**config.mk**
```make
export PLATFORM = sky130hd
export DESIGN_NAME = slp_seq_top
export DESIGN_NICKNAME = d
export VERILOG_FILES = /design/src/rtl/slp_pkg.sv /design/src/rtl/slp_btn_timer.sv /design/src/rtl/slp_wake_latch.sv /design/src/rtl/slp_fsm.sv /design/src/rtl/slp_seq_top.sv
export SDC_FILE = /design/constraint.sdc
export NUM_CORES = 1
export LEC_CHECK = 0
export BUFFER_PORTS_ARGS = -buffer_cell sky130_fd_sc_hd__buf_2
export CELL_PAD_IN_SITES_DETAIL_PLACEMENT = 1
export CELL_PAD_IN_SITES_GLOBAL_PLACEMENT = 1
export CORE_ASPECT_RATIO = 1.4
export CORE_UTILIZATION = 45
export CTS_CLUSTER_DIAMETER = 40
export DETAILED_ROUTE_END_ITERATION = 8
export PLACE_DENSITY_LB_ADDON = 0.1
export SYNTH_ARGS = -nofsm -noshare
export SYNTH_HDL_FRONTEND = slang
export SYNTH_SLANG_ARGS = --single-unit
```
**constraint.sdc**
```tcl
create_clock -name clk -period 2.5 [get_ports clk]
set_clock_uncertainty 0.15 [all_clocks]
set_input_delay 0.5 -clock clk [delete_from_list [all_inputs] [get_ports clk]]
set_output_delay 0.5 -clock clk [all_outputs]
set_load 0.01 [all_outputs]
```
**src/rtl/slp_pkg.sv**
```systemverilog
package slp_pkg;

    typedef enum logic [2:0] {
        ST_ON = 3'd0,
        ST_S1 = 3'd1,
        ST_S3 = 3'd3,
        ST_S4 = 3'd4,
        ST_S5 = 3'd5
    } slp_state_t;

    localparam logic [2:0] TYP_S1 = 3'b001;
    localparam logic [2:0] TYP_S3 = 3'b101;
    localparam logic [2:0] TYP_S4 = 3'b110;
    localparam logic [2:0] TYP_S5 = 3'b111;

    function automatic logic typ_ok(input logic [2:0] typ);
        return (typ == TYP_S1) || (typ == TYP_S3) ||
               (typ == TYP_S4) || (typ == TYP_S5);
    endfunction

    function automatic slp_state_t typ_target(input logic [2:0] typ);
        slp_state_t st;
        unique case (typ)
            TYP_S1:  st = ST_S1;
            TYP_S3:  st = ST_S3;
            TYP_S4:  st = ST_S4;
            TYP_S5:  st = ST_S5;
            default: st = ST_ON;
        endcase
        return st;
    endfunction

endpackage

```
**src/rtl/slp_btn_timer.sv**
```systemverilog
module slp_btn_timer #(
    parameter int HOLD_TICKS = 131072
) (
    input  logic clk,
    input  logic rst_n,
    input  logic tick_en,
    input  logic pwr_btn_n,
    output logic press,
    output logic ovr
);
    localparam int CW = $clog2(HOLD_TICKS + 1);
    localparam logic [CW-1:0] LAST = CW'(HOLD_TICKS - 1);
    localparam logic [CW-1:0] FULL = CW'(HOLD_TICKS);

    logic [CW-1:0] cnt;
    logic          btn_prev;

    assign press = btn_prev && !pwr_btn_n;
    assign ovr   = !pwr_btn_n && tick_en && (cnt == LAST);

    always_ff @(posedge clk or negedge rst_n) begin
        if (!rst_n) begin
            cnt      <= '0;
            btn_prev <= 1'b1;
        end else begin
            btn_prev <= pwr_btn_n;
            if (pwr_btn_n)
                cnt <= '0;
            else if (tick_en && cnt != FULL)
                cnt <= cnt + 1'b1;
        end
    end

    AST_CNT_RANGE: assert property (@(posedge clk) disable iff (!rst_n)
        cnt <= FULL);

endmodule

```
**src/rtl/slp_wake_latch.sv**
```systemverilog
module slp_wake_latch #(
    parameter int WAKE_N = 4
) (
    input  logic              clk,
    input  logic              rst_n,
    input  logic [WAKE_N-1:0] wake_evt,
    input  logic              press,
    input  logic              asleep,
    input  logic              take,
    input  logic              ovr,
    input  logic              batt_low,
    output logic              pend
);
    logic any_evt;
    logic clr;

    assign any_evt = (|wake_evt) || press;
    assign clr     = !asleep || take || ovr;

    always_ff @(posedge clk or negedge rst_n) begin
        if (!rst_n)
            pend <= 1'b0;
        else if (clr)
            pend <= 1'b0;
        else if (any_evt)
            pend <= 1'b1;
    end

    AST_PEND_KEPT: assert property (@(posedge clk) disable iff (!rst_n)
        (pend && asleep && batt_low && !ovr) |=> pend);

endmodule

```
**src/rtl/slp_fsm.sv**
```systemverilog
module slp_fsm
    import slp_pkg::*;
(
    input  logic       clk,
    input  logic       rst_n,
    input  logic       sw_req,
    input  logic [2:0] sw_typ,
    input  logic       sw_wak_clr,
    input  logic       cpuslp_cfg,
    input  logic       ovr,
    input  logic       pend,
    input  logic       batt_low,
    input  logic       therm_req,
    output logic       asleep,
    output logic       take,
    output logic       stpclk_n,
    output logic       cpuslp_n,
    output logic       rail_s3_n,
    output logic       rail_s4_n,
    output logic       rail_s5_n,
    output logic       throttle,
    output logic       wak_sts
);
    slp_state_t state, nxt;
    logic       req_ok;

    assign req_ok = sw_req && typ_ok(sw_typ);
    assign asleep = (state != ST_ON);

    always_comb begin
        nxt  = state;
        take = 1'b0;
        if (ovr) begin
            nxt = ST_S5;
        end else begin
            unique case (state)
                ST_ON: if (req_ok) nxt = typ_target(sw_typ);
                ST_S1, ST_S3, ST_S4, ST_S5: begin
                    if (pend && !batt_low) begin
                        nxt  = ST_ON;
                        take = 1'b1;
                    end
                end
                default: nxt = ST_ON;
            endcase
        end
    end

    always_ff @(posedge clk or negedge rst_n) begin
        if (!rst_n) begin
            state   <= ST_ON;
            wak_sts <= 1'b0;
        end else begin
            state <= nxt;
            if (take)
                wak_sts <= 1'b1;
            else if (sw_wak_clr)
                wak_sts <= 1'b0;
        end
    end

    always_comb begin
        stpclk_n  = 1'b1;
        cpuslp_n  = 1'b1;
        rail_s3_n = 1'b1;
        rail_s4_n = 1'b1;
        rail_s5_n = 1'b1;
        throttle  = 1'b0;
        unique case (state)
            ST_ON: throttle = therm_req && !req_ok;
            ST_S1: begin
                stpclk_n = 1'b0;
                cpuslp_n = !cpuslp_cfg;
            end
            ST_S3: rail_s3_n = 1'b0;
            ST_S4: begin
                rail_s3_n = 1'b0;
                rail_s4_n = 1'b0;
            end
            ST_S5: begin
                rail_s3_n = 1'b0;
                rail_s4_n = 1'b0;
                rail_s5_n = 1'b0;
            end
            default: ;
        endcase
    end

    AST_OVR_TO_S5: assert property (@(posedge clk) disable iff (!rst_n)
        ovr |=> (state == ST_S5));
    AST_BATLOW_STAY: assert property (@(posedge clk) disable iff (!rst_n)
        (asleep && batt_low && !ovr) |=> (state == $past(state)));
    AST_WAK_ON_EXIT: assert property (@(posedge clk) disable iff (!rst_n)
        asleep |=> (asleep || wak_sts));
    AST_BAD_TYPE_STAY: assert property (@(posedge clk) disable iff (!rst_n)
        (!asleep && sw_req && !typ_ok(sw_typ) && !ovr) |=> !asleep);
    AST_NO_THR_ASLEEP: assert property (@(posedge clk) disable iff (!rst_n)
        ovr |=> !throttle);

endmodule

```
**src/rtl/slp_seq_top.sv**
```systemverilog
module slp_seq_top #(
    parameter int HOLD_TICKS = 131072,
    parameter int WAKE_N     = 4
) (
    input  logic              clk,
    input  logic              rst_n,
    input  logic              tick_en,
    input  logic              sw_wr,
    input  logic [2:0]        sw_typ,
    input  logic              sw_slp_en,
    input  logic              sw_wak_clr,
    input  logic              cpuslp_cfg,
    input  logic              pwr_btn_n,
    input  logic [WAKE_N-1:0] wake_evt,
    input  logic              batt_low,
    input  logic              therm_req,
    output logic              stpclk_n,
    output logic              cpuslp_n,
    output logic              rail_s3_n,
    output logic              rail_s4_n,
    output logic              rail_s5_n,
    output logic              throttle,
    output logic              wak_sts
);
    logic press, ovr, pend, asleep, take;

    slp_btn_timer #(.HOLD_TICKS(HOLD_TICKS)) u_btn (
        .clk(clk), .rst_n(rst_n), .tick_en(tick_en),
        .pwr_btn_n(pwr_btn_n), .press(press), .ovr(ovr)
    );

    slp_wake_latch #(.WAKE_N(WAKE_N)) u_wake (
        .clk(clk), .rst_n(rst_n), .wake_evt(wake_evt), .press(press),
        .asleep(asleep), .take(take), .ovr(ovr), .batt_low(batt_low),
        .pend(pend)
    );

    slp_fsm u_fsm (
        .clk(clk), .rst_n(rst_n), .sw_req(sw_wr && sw_slp_en),
        .sw_typ(sw_typ), .sw_wak_clr(sw_wak_clr), .cpuslp_cfg(cpuslp_cfg),
        .ovr(ovr), .pend(pend), .batt_low(batt_low), .therm_req(therm_req),
        .asleep(asleep), .take(take), .stpclk_n(stpclk_n),
        .cpuslp_n(cpuslp_n), .rail_s3_n(rail_s3_n), .rail_s4_n(rail_s4_n),
        .rail_s5_n(rail_s5_n), .throttle(throttle), .wak_sts(wak_sts)
    );

endmodule

```
* After elaboration in Yosys (flattened, before gate mapping)
Cells that the tools add are included.
Word-level totals: word-level logic and storage cells 67, flip-flop bits (word level) 24, bits of input ports 17
Cells by class: reduce and logical (&&, ||, !) cells 29, eq/ne operators 12, $add $sub $neg 1, mux-type cells 20
Operators by type and width (number):
- two-way mux 18 bit | 2
- adder 18 x 1 -> 18 bit, second input constant | 1
- == test 18 x 17 -> 1 bit, second input constant | 1
- != test 18 bit, second input constant | 1
- == test 3 bit, second input constant | 5
- two-way mux 1 bit | 13
- case mux 3 bit (4 select lines) | 1
- two-way mux 3 bit | 3
- logical AND 1 bit | 8
- OR reduction 4 bit | 2
- == test 3 x 1 -> 1 bit, second input constant | 2
- logical OR 1 bit | 6
- != test 3 x 2 -> 1 bit, second input constant | 2
- case mux 3 bit (2 select lines) | 1
- nonzero test 2 bit | 3
- zero test 1 bit | 5
- == test 3 x 2 -> 1 bit, second input constant | 1
- zero test 3 bit | 1
- nonzero test 3 bit | 1
- OR reduction 3 bit | 1
- AND reduction 2 bit | 1
- OR reduction 2 bit | 1

* Depth between registers and ports, before layout
Gate-level depths: netlist (run 1).
depth in word-level cells 8, depth in mapped cells 6, depth with buffers taken out 6

* By module
Synthesis (run 1) repeated with hierarchy kept, for this count alone.
Second synthesis, totals: cells, all modules 152, area, all modules 1375.1 µm²
Modules (own cells, without submodules):
- slp_btn_timer | cells an instance 112, times used 1, area an instance 1042.2 µm²
- slp_fsm | cells an instance 34, times used 1, area an instance 277.8 µm²
- slp_wake_latch | cells an instance 5, times used 1, area an instance 48.8 µm²
- slp_seq_top | cells an instance 1, times used 1, area an instance 6.3 µm²

* Least setup slack after synthesis (run 1)
OpenSTA, ideal clock, no wires.
path type input port to output port, start point input sw_typ[1], end point output throttle, required time 1.850 ns, arrival time 1.139 ns, setup slack 0.711 ns, stages on the path 3, path buffers 0, path through nand2b_1 a21oi_1 nor4bb_1
On the way: longest elaborated chain between the ends 8, elaborated cells between the ends (all ways) 11, classes of those cells eq/ne: 4; mux: 1; reduce/logical: 6
RTL lines:
- start, declared | RTL line slp_seq_top.sv:9 | input logic [2:0] sw_typ,
- == test 3 x 1 -> 1 bit or == test 3 bit (tied branches) | RTL line slp_pkg.sv:17 | return (typ == TYP_S1) || (typ == TYP_S3) ||
- logical OR 1 bit (2 in a row) | RTL line slp_pkg.sv:17
- logical OR 1 bit * | RTL line slp_pkg.sv:18 | (typ == TYP_S4) || (typ == TYP_S5);
- logical AND 1 bit * | RTL line slp_fsm.sv:27 | assign req_ok = sw_req && typ_ok(sw_typ);
- zero test 1 bit * | RTL line slp_fsm.sv:70 | ST_ON: throttle = therm_req && !req_ok;
- logical AND 1 bit * | RTL line slp_fsm.sv:70
- two-way mux 1 bit * | RTL line slp_fsm.sv:69 | unique case (state)
- end, declared | RTL line slp_seq_top.sv:22 | output logic throttle,
Every way passes the cells marked *; elsewhere a longest branch is shown, timed or not.

* Final worst setup path (run 1)
start point register u_fsm.state[0], end point output rail_s3_n
On the way: longest elaborated chain between the ends 3, elaborated cells between the ends (all ways) 5, classes of those cells eq/ne: 3; mux: 1; reduce/logical: 1
RTL lines:
- start, declared | RTL line slp_fsm.sv:24 | slp_state_t state, nxt;
- start signal, assigned | RTL line slp_fsm.sv:54 | state <= nxt;
- == test 3 x 2 -> 1 bit or == test 3 bit (tied branches) | RTL line slp_fsm.sv:69
- OR reduction 3 bit (no source line) *
- two-way mux 1 bit * | RTL line slp_fsm.sv:69
- end, declared | RTL line slp_seq_top.sv:19 | output logic rail_s3_n,
Marked as above.

==> results.toml, run 1 <==
[detailed_routing]
drt-total-wl_mm = 3.35
vias = 1196
ant_nets = 0
route.detailed.drc = 0
drtPass1Iterations = 4
avgViaCountPerCell = 5.78
wl_per_cell_microns = 16.2
drtIter0Drc = 17

[synthesis]
syn_avg_cell_area_sq_um = 9.29
synth_edf_count = 0
syn_nets = 166
seq_area_frac_synth_pct = 44.1
yosys_warnings = 0
synth-seq-cells = 24
async_flop_share_pct = 100
ys.flop_type = "dfrtp_1"
syn_area_sq_um = 1370
synthCells = 147
yosysUniqueCellTypes = 43

[worst_setup_path]
crit_fanout = 7
cpMaxStageDelayCell = "nor2b_1"
required_ps = 1850
cp_num_buf_inv = 1
path_cells = "nor2b_1, a21oi_1, buf_2"
cp-start-kind = "flip-flop"
cp.arrival_ps = 1450
max_stage_delay_ps = 460
critPathKind = "flip-flop to output pin"
path_delay_family = "simple AND/OR/NAND/NOR gates"
endpoint_kind = "output pin"

[cells_and_area]
mostFrequentLayoutCells = "23 x buf_2, 23 x dfrtp_1, 17 x nor2_1"
finalNetCount = 190
drive_above_1_share_pct = 21.8
syn2layout_area_growth_pct = 13.2
n_fill_cell = 354
n_antenna_cell = 0

[floorplanning]
start_util_pct = 47.4
die_x_microns = 48.6
io_pins = 24
rows = 23
die-area_sq_um = 3260
dieHeight_microns = 67.2
fp.coreArea_sq_um = 2880

[clocking]
cts-htree-levels = 1
post_cts_resized = 0
cts_setup_buffers = 0
clockBufferDepth = 2
clk_latency_ps = 270
cts.clk_slew.worst_paths_ps = 80
cts_buffers = 3
cts_tree = "yes"
clkSinkCount = 24
cts_hold_buf = 0
root_buffer = "clkbuf_8"

[global_routing]
gr-total-overflow = 0
grt_pass1_wl_mm = 5.55
gr-usage-all-layers_pct = 22.7
grt_antenna_before_repair = 0
grt_max_degree = 25
grt_pass1_vias = 1219

[place]
place_congestion = 0.767
dpl_worst_slack_ps = 457
portBuffers = 23
dp_hpwl_mm = 2.51

[timing]
finalSetupViolations = 0
period_needed_ps = 2100
rsz0062_at_grt = "false"
finalCritPeriodShare_pct = 84.1
finalHoldViolCount = 0
fin_setup_tns_ps = 0
worst_slack_ps = 397
tightest_slew_ps = 549
fmax_mhz = 476
slew_viol_final = 0
slew_headroom_pct = 63.4

[outcome]
status = "finished, final reports clean"

[min_path]
hp-class = "input pin to async pin"

[pwr]
power.density_nw_per_um2 = 578
p_leak_nw = 0.643
vdd_drop_max_uv = 329

[run]
cap_violations = 0
cell type report:
class / count / area, sq um / share of cell area (%)
inverters: 5 / 18.8 / 1.21
repair buffers: 23 / 115 / 7.45
well taps: 37 / 46.3 / 3.00
clock buffers: 4 / 45.0 / 2.91
flip-flops and latches: 24 / 602 / 38.9
multi-input cells: 114 / 718 / 46.5
stage by stage:
stage | hold slack, ps | power [mW] | utilization [%] | cell area (sq um) | cells
2_1_floorplan | 54.4 | 0.583 | - | 1370 | 147
3_3_place_gp | 357 | 0.657 | 52.1 | 1500 | 203
3_5_place_dp | 373 | 0.670 | 52.1 | 1500 | 203
4_1_cts | 73.6 | 0.906 | 53.7 | 1550 | 207
5_1_grt | 100 | 0.947 | 53.7 | 1550 | 207
6_report | 59.6 | 0.893 | 53.7 | 1550 | 207
routing by layer:
layer	share of wire (%)	global-route usage (%)
met5	0	0
met4	2.5	11.8
met3	2.7	2.48
met2	54	43.8
met1	41	24.6
synthesized netlist by cell type, drive strengths merged, types with 4 or more instances:
library cell	n	area share (%)
o21ai	8	2.9
a21oi	11	4.0
nand2	12	3.3
or3	7	3.7
and4	4	2.8
nor2	17	4.7
nand3	7	3.3
dfrtp	23	42
nor4	5	2.7
xor2	6	3.8
inv	5	1.4
nand4	5	2.3
nand2b	4	1.8
logic make-up (layout without fill, tap and decap cells):
| logic type | Yosys count | in the layout | share of synthesized area, % |
|---|---|---|---|
| buf+inv | 9 | 32 | 3.30 |
| mux | 1 | 1 | 0.825 |
| compound gates | 29 | 29 | 12.7 |
| flops | 24 | 24 | 44.1 |
| xor+xnor | 9 | 9 | 5.77 |
| simple gates | 73 | 73 | 31.4 |
| fa+ha+maj | 2 | 2 | 1.83 |
final timing paths:
path	to	from	cells after the start	slack, ps
setup / recovery	rail_s3_n	u_fsm.state[0]	3	400
hold / removal	u_btn.cnt[2]	rst_n	1	60
setup reg to reg	u_fsm.wak_sts	u_btn.cnt[0]	5	480
hold reg to reg	u_fsm.wak_sts	u_fsm.wak_sts	2	420
max in group asynchronous	u_btn.btn_prev	rst_n	1	1760
min in group clk	u_fsm.wak_sts	sw_wak_clr	2	280
power breakdown:
group	leakage [nW]	switching, mW	internal [mW]
clock network	0.0228	0.118	0.114
registers	0.322	0.0285	0.418
logic	0.299	0.124	0.0904
total	0.643	0.270	0.623
registers in the layout, indices dropped and copies added (netlist names):
signal / cells
u_wake.pend: 1
u_fsm.state: 3
u_fsm.wak_sts: 1
u_btn.cnt: 18
u_btn.btn_prev: 1
worst reg2reg max path, delay by kind of cell (launching register included):
kind	cells	cell delay [ps]
DFF	1	430
and+or+nand+nor	3	890
adders and majority gates	1	230
AOI/OAI and AO/OA	1	170
No activity file was read; power rests on OpenSTA's default activity.
==> inputs of run 2 (changes only) <==
--- a/config.mk
+++ b/config.mk
@@ -9,7 +9,7 @@
 export CELL_PAD_IN_SITES_DETAIL_PLACEMENT = 1
 export CELL_PAD_IN_SITES_GLOBAL_PLACEMENT = 1
 export CORE_ASPECT_RATIO = 1.4
-export CORE_UTILIZATION = 45
+export CORE_UTILIZATION = 37
 export CTS_CLUSTER_DIAMETER = 40
 export DETAILED_ROUTE_END_ITERATION = 8
 export PLACE_DENSITY_LB_ADDON = 0.1
==> constraint.sdc (replaced) <==
create_clock -name clk -period 1.7 [get_ports clk]
set_clock_uncertainty 0.15 [all_clocks]
set_input_delay 0.34 -clock clk [delete_from_list [all_inputs] [get_ports clk]]
set_output_delay 0.34 -clock clk [all_outputs]
set_load 0.01 [all_outputs]
==> results.toml, run 2 (same netlist as run 1, synthesis figures left out) <==
[place]
portBuffers = 23
placed_area_sq_um = 1650
dp_hpwl_mm = 2.91
dpl_worst_slack_ps = -144
place_congestion = 0.785

[timing]
slew_headroom_pct = 61.9
tightest_slew_ps = 572
rsz0062_at_grt = "true"
slew_viol_final = 0
finalCritPeriodShare_pct = 107
fmax_mhz = 552
period_needed_ps = 1810
fin_setup_tns_ps = -174
finalHoldViolCount = 0
worst_slack_ps = -111
finalSetupViolations = 3

[worst_setup_path]
required_ps = 1700
endpoint_kind = "flip-flop"
worst-r2r-cell-count = 6
r2r_start = "u_btn.cnt[0]"
rrSetupSlack_ps = -110
cp.arrival_ps = 1810
critPathKind = "flip-flop to flip-flop"
crit_fanout = 4
cp-start-kind = "flip-flop"
reg2reg_to = "u_btn.cnt[0]"

[global_routing]
grt_max_degree = 25
gr-usage-all-layers_pct = 23.6
grt_pass1_wl_mm = 6.63
grt_pass1_vias = 1450
grt_antenna_before_repair = 0
gr-total-overflow = 0

[detailed_routing]
route.detailed.drc = 0
drtPass1Iterations = 4
wl_per_cell_microns = 18.1
drtIter0Drc = 22
avgViaCountPerCell = 5.66
drt-total-wl_mm = 4.42
vias = 1381
ant_nets = 0

[cells_and_area]
final_core_util_pct = 57.3
mostFrequentLayoutCells = "31 x buf_4, 23 x buf_2, 16 x nor2_1"
largest-register = "u_btn.cnt"
layout_commonest_cell = "buf_4"
n_antenna_cell = 0
syn2layout_area_growth_pct = 44.4
n_fill_cell = 411
top_regs = "u_btn.cnt (18), u_fsm.state (3)"
largest_reg_flops = 18
fin_area_sq_um = 1970
drive_above_1_share_pct = 49.0
finalNetCount = 224

[floorplanning]
die-area_sq_um = 3940
fp.coreArea_sq_um = 3440
start_util_pct = 39.7
io_pins = 24
die_x_microns = 53.3
dieHeight_microns = 73.9
rows = 25

[clocking]
clockBufferDepth = 2
cts_tree = "yes"
clkSinkCount = 24
cts-htree-levels = 1
root_buffer = "clkbuf_8"
clk_latency_ps = 270
cts.clk_slew.worst_paths_ps = 90
cts_buffers = 3

[run]
cap_violations = 0

[pwr]
vdd_drop_max_uv = 549
finalPower_mw = 1.59
power.density_nw_per_um2 = 805
p_leak_nw = 0.833

[min_path]
hold_start = "sw_wak_clr"
min_to = "u_fsm.wak_sts"
hold_depth = 2
hp-class = "input pin to flip-flop"

[outcome]
status = "finished with violations"
violations = "negative setup slack"
## run 2: changes by cell type in the layout (fill, tap and decap cells not counted), sizes merged
cell,previous run,this run
dlygate4sd3,0,1
buf,23,56
## run 2: timing repair
action / in CTS / in global routing
endpoints found under the hold margin: 23 / 0
gates resized for setup: 25 / 15
pin swaps: 9 / 8
endpoints found under the setup margin: 19 / 18
setup buffers: 5 / 9
hold buffers: 1 / 0
## run 2: critical path, stage by stage (launching register included)
cell	delay, ps
dfrtp_2	450
inv_2	110
ha_4	130
nor4b_4	190
nand4_1	180
o21a_1	230
mux2_2	270
## run 2: cell type report
| type | instances | area (sq um) | area share, % |
|---|---|---|---|
| clock buffers | 4 | 55.1 | 2.79 |
| inverters | 5 | 18.8 | 0.952 |
| multi-input cells | 114 | 855 | 43.4 |
| flip-flops and latches | 24 | 612 | 31.0 |
| well taps | 40 | 50.0 | 2.54 |
| repair buffers | 57 | 380 | 19.3 |
## run 2: worst max-delay path by stage
stage	start	end	cells past startpoint
after global placement	u_btn.cnt[0]	u_btn.cnt[0]	6
after CTS	u_btn.cnt[0]	u_btn.cnt[0]	6
after global routing	u_btn.cnt[1]	u_btn.cnt[0]	6
after floorplan	u_btn.cnt[0]	u_btn.cnt[0]	6
final	u_btn.cnt[0]	u_btn.cnt[0]	6
after detailed placement	u_btn.cnt[1]	u_btn.cnt[0]	6
## run 2: power breakdown
part | total [mW] | switching [mW] | internal (mW)
Clock | 0.392 | 0.185 | 0.207
Sequential | 0.662 | 0.0453 | 0.617
Combinational | 0.532 | 0.243 | 0.289
## run 2: layer usage
layer	vias up	wire, microns	global-route usage, %	part of all wire, %
li1	649	-	-	-
met1	697	1740	23.9	39
met2	29	2500	45.8	57
met3	6	99	2.48	2.2
met4	0	82	10.5	1.9
met5	-	0	0	0
## run 2: stage by stage
| step | hold WS, ps | instances |
|---|---|---|
| finish | 109 | 244 |
| global route | 104 | 244 |
| CTS | 112 | 235 |
| detailed placement | 221 | 225 |
| global placement | 200 | 225 |
| floorplan | -106 | 147 |
==> inputs of run 3 (changes only) <==
--- a/config.mk
+++ b/config.mk
@@ -9,7 +9,7 @@
 export CELL_PAD_IN_SITES_DETAIL_PLACEMENT = 1
 export CELL_PAD_IN_SITES_GLOBAL_PLACEMENT = 1
 export CORE_ASPECT_RATIO = 1.4
-export CORE_UTILIZATION = 37
+export CORE_UTILIZATION = 30
 export CTS_CLUSTER_DIAMETER = 40
 export DETAILED_ROUTE_END_ITERATION = 8
 export PLACE_DENSITY_LB_ADDON = 0.1
==> results.toml, run 3 (same netlist as run 1, synthesis figures left out) <==
[clocking]
cts.clk_slew.worst_paths_ps = 90
cts_buffers = 3
root_buffer = "clkbuf_8"
clk_latency_ps = 270
clockBufferDepth = 2
cts-htree-levels = 1
clkSinkCount = 24
cts_tree = "yes"

[detailed_routing]
avgViaCountPerCell = 5.21
wl_per_cell_microns = 16.2
drt-total-wl_mm = 4.30
drtIter0Drc = 32
ant_nets = 0
route.detailed.drc = 0
vias = 1387
drtPass1Iterations = 4

[timing]
finalCritPeriodShare_pct = 106
fmax_mhz = 557
rsz0062_at_grt = "true"
slew_viol_final = 0
period_needed_ps = 1790
finalSetupViolations = 13
hold_ws_ps = 110
slew_headroom_pct = 62.7
finalHoldViolCount = 0
worst_slack_ps = -94.8
tightest_slew_ps = 560

[pwr]
vdd_drop_max_uv = 312
power.density_nw_per_um2 = 821
p_leak_nw = 0.864

[floorplanning]
dieHeight_microns = 81.8
fp.coreArea_sq_um = 4310
start_util_pct = 31.7
io_pins = 24
die-area_sq_um = 4830
rows = 28
die_x_microns = 59.0

[place]
placed_area_sq_um = 1730
portBuffers = 23
dp_hpwl_mm = 3.08
place_congestion = 0.763

[worst_setup_path]
cp-start-kind = "flip-flop"
cpMaxStageDelayCell = "dfrtp_1"
endpoint_kind = "flip-flop"
path_cells = "nor4_1, nand4_1, o21a_1, mux2_2"
crit_fanout = 3
critPathKind = "flip-flop to flip-flop"
required_ps = 1710
cp.arrival_ps = 1810
max_stage_delay_ps = 420

[cells_and_area]
top_regs = "u_btn.cnt (18), u_fsm.state (3)"
drive_above_1_share_pct = 47.1
fin_area_sq_um = 2010
n_antenna_cell = 0
largest_reg_flops = 18
layout_commonest_cell = "buf_4"
final_core_util_pct = 46.7
syn2layout_area_growth_pct = 47.6
finalNetCount = 226
mostFrequentLayoutCells = "33 x buf_4, 22 x buf_2, 20 x dfrtp_1"
largest-register = "u_btn.cnt"

[global_routing]
grt_pass1_wl_mm = 7.01
grt_max_degree = 25
gr-total-overflow = 0
gr-usage-all-layers_pct = 19.9
grt_pass1_vias = 1509
grt_antenna_before_repair = 0

[outcome]
status = "finished with violations"
violations = "negative setup slack"

[run]
cap_violations = 0

[min_path]
hp-class = "input pin to flip-flop"
-- run 3: critical path: cells and delay by family, from the launching register on --
kind	cells	cell delay [ps]
simple gates	2	570
flops	1	420
mux	1	280
compound gates	1	250
-- run 3: layout make-up --
type,instances,area (sq um)
clock inverter,1,30.0
tap,60,75.1
timing repair buffer,59,402
clock buffer,3,41.3
inverter,5,18.8
multi-input combinational,114,842
fill,520,2290
sequential,24,606
-- run 3: final timing paths --
check | cells after the start | slack, ps | startpoint | to
worst min register to register | 2 | 400 | u_fsm.wak_sts | u_fsm.wak_sts
worst max-delay path | 4 | -90 | u_btn.cnt[10] | u_btn.cnt[0]
max in group asynchronous | 2 | 550 | rst_n | u_fsm.state[0]
worst max register to register | 4 | -90 | u_btn.cnt[10] | u_btn.cnt[0]
worst min-delay path | 2 | 110 | sw_wak_clr | u_fsm.wak_sts
min in group asynchronous | 2 | 450 | rst_n | u_fsm.state[1]
-- run 3: stage by stage --
step                      setup TNS (ps)  instances  setup slack [ps]  power (mW)
after floorplan                        0        147              6.56       0.858
after global placement              -374        253              -129        1.02
after detailed placement            -793        253              -156        1.03
after CTS                           -341        263             -85.4        1.58
after global routing               -1920        266              -182        1.74
final                               -475        266             -94.8        1.65
-- run 3: power breakdown --
| group | internal (mW) | switching [mW] | total, mW |
|---|---|---|---|
| sequential | 0.618 | 0.0484 | 0.666 |
| combinational | 0.252 | 0.228 | 0.480 |
| clock | 0.315 | 0.193 | 0.508 |
-- run 3: timing repair --
action,4_1_cts,5_1_grt
hold endpoints to repair,23,0
buffers inserted,5,3
gates resized for setup,11,24
endpoints found under the setup margin,18,18
pin swaps,5,6
hold buffers,1,0
-- run 3: metal layers --
layer | share of wire (%) | routed length [microns] | vias up | GRT usage, %
met1 | 39 | 1690 | 690 | 20.7
li1 | - | - | 657 | -
met2 | 55 | 2380 | 31 | 38.4
met4 | 2.5 | 107 | 0 | 8.33
met3 | 2.9 | 125 | 9 | 3.15
met5 | 0 | 0 | - | 0
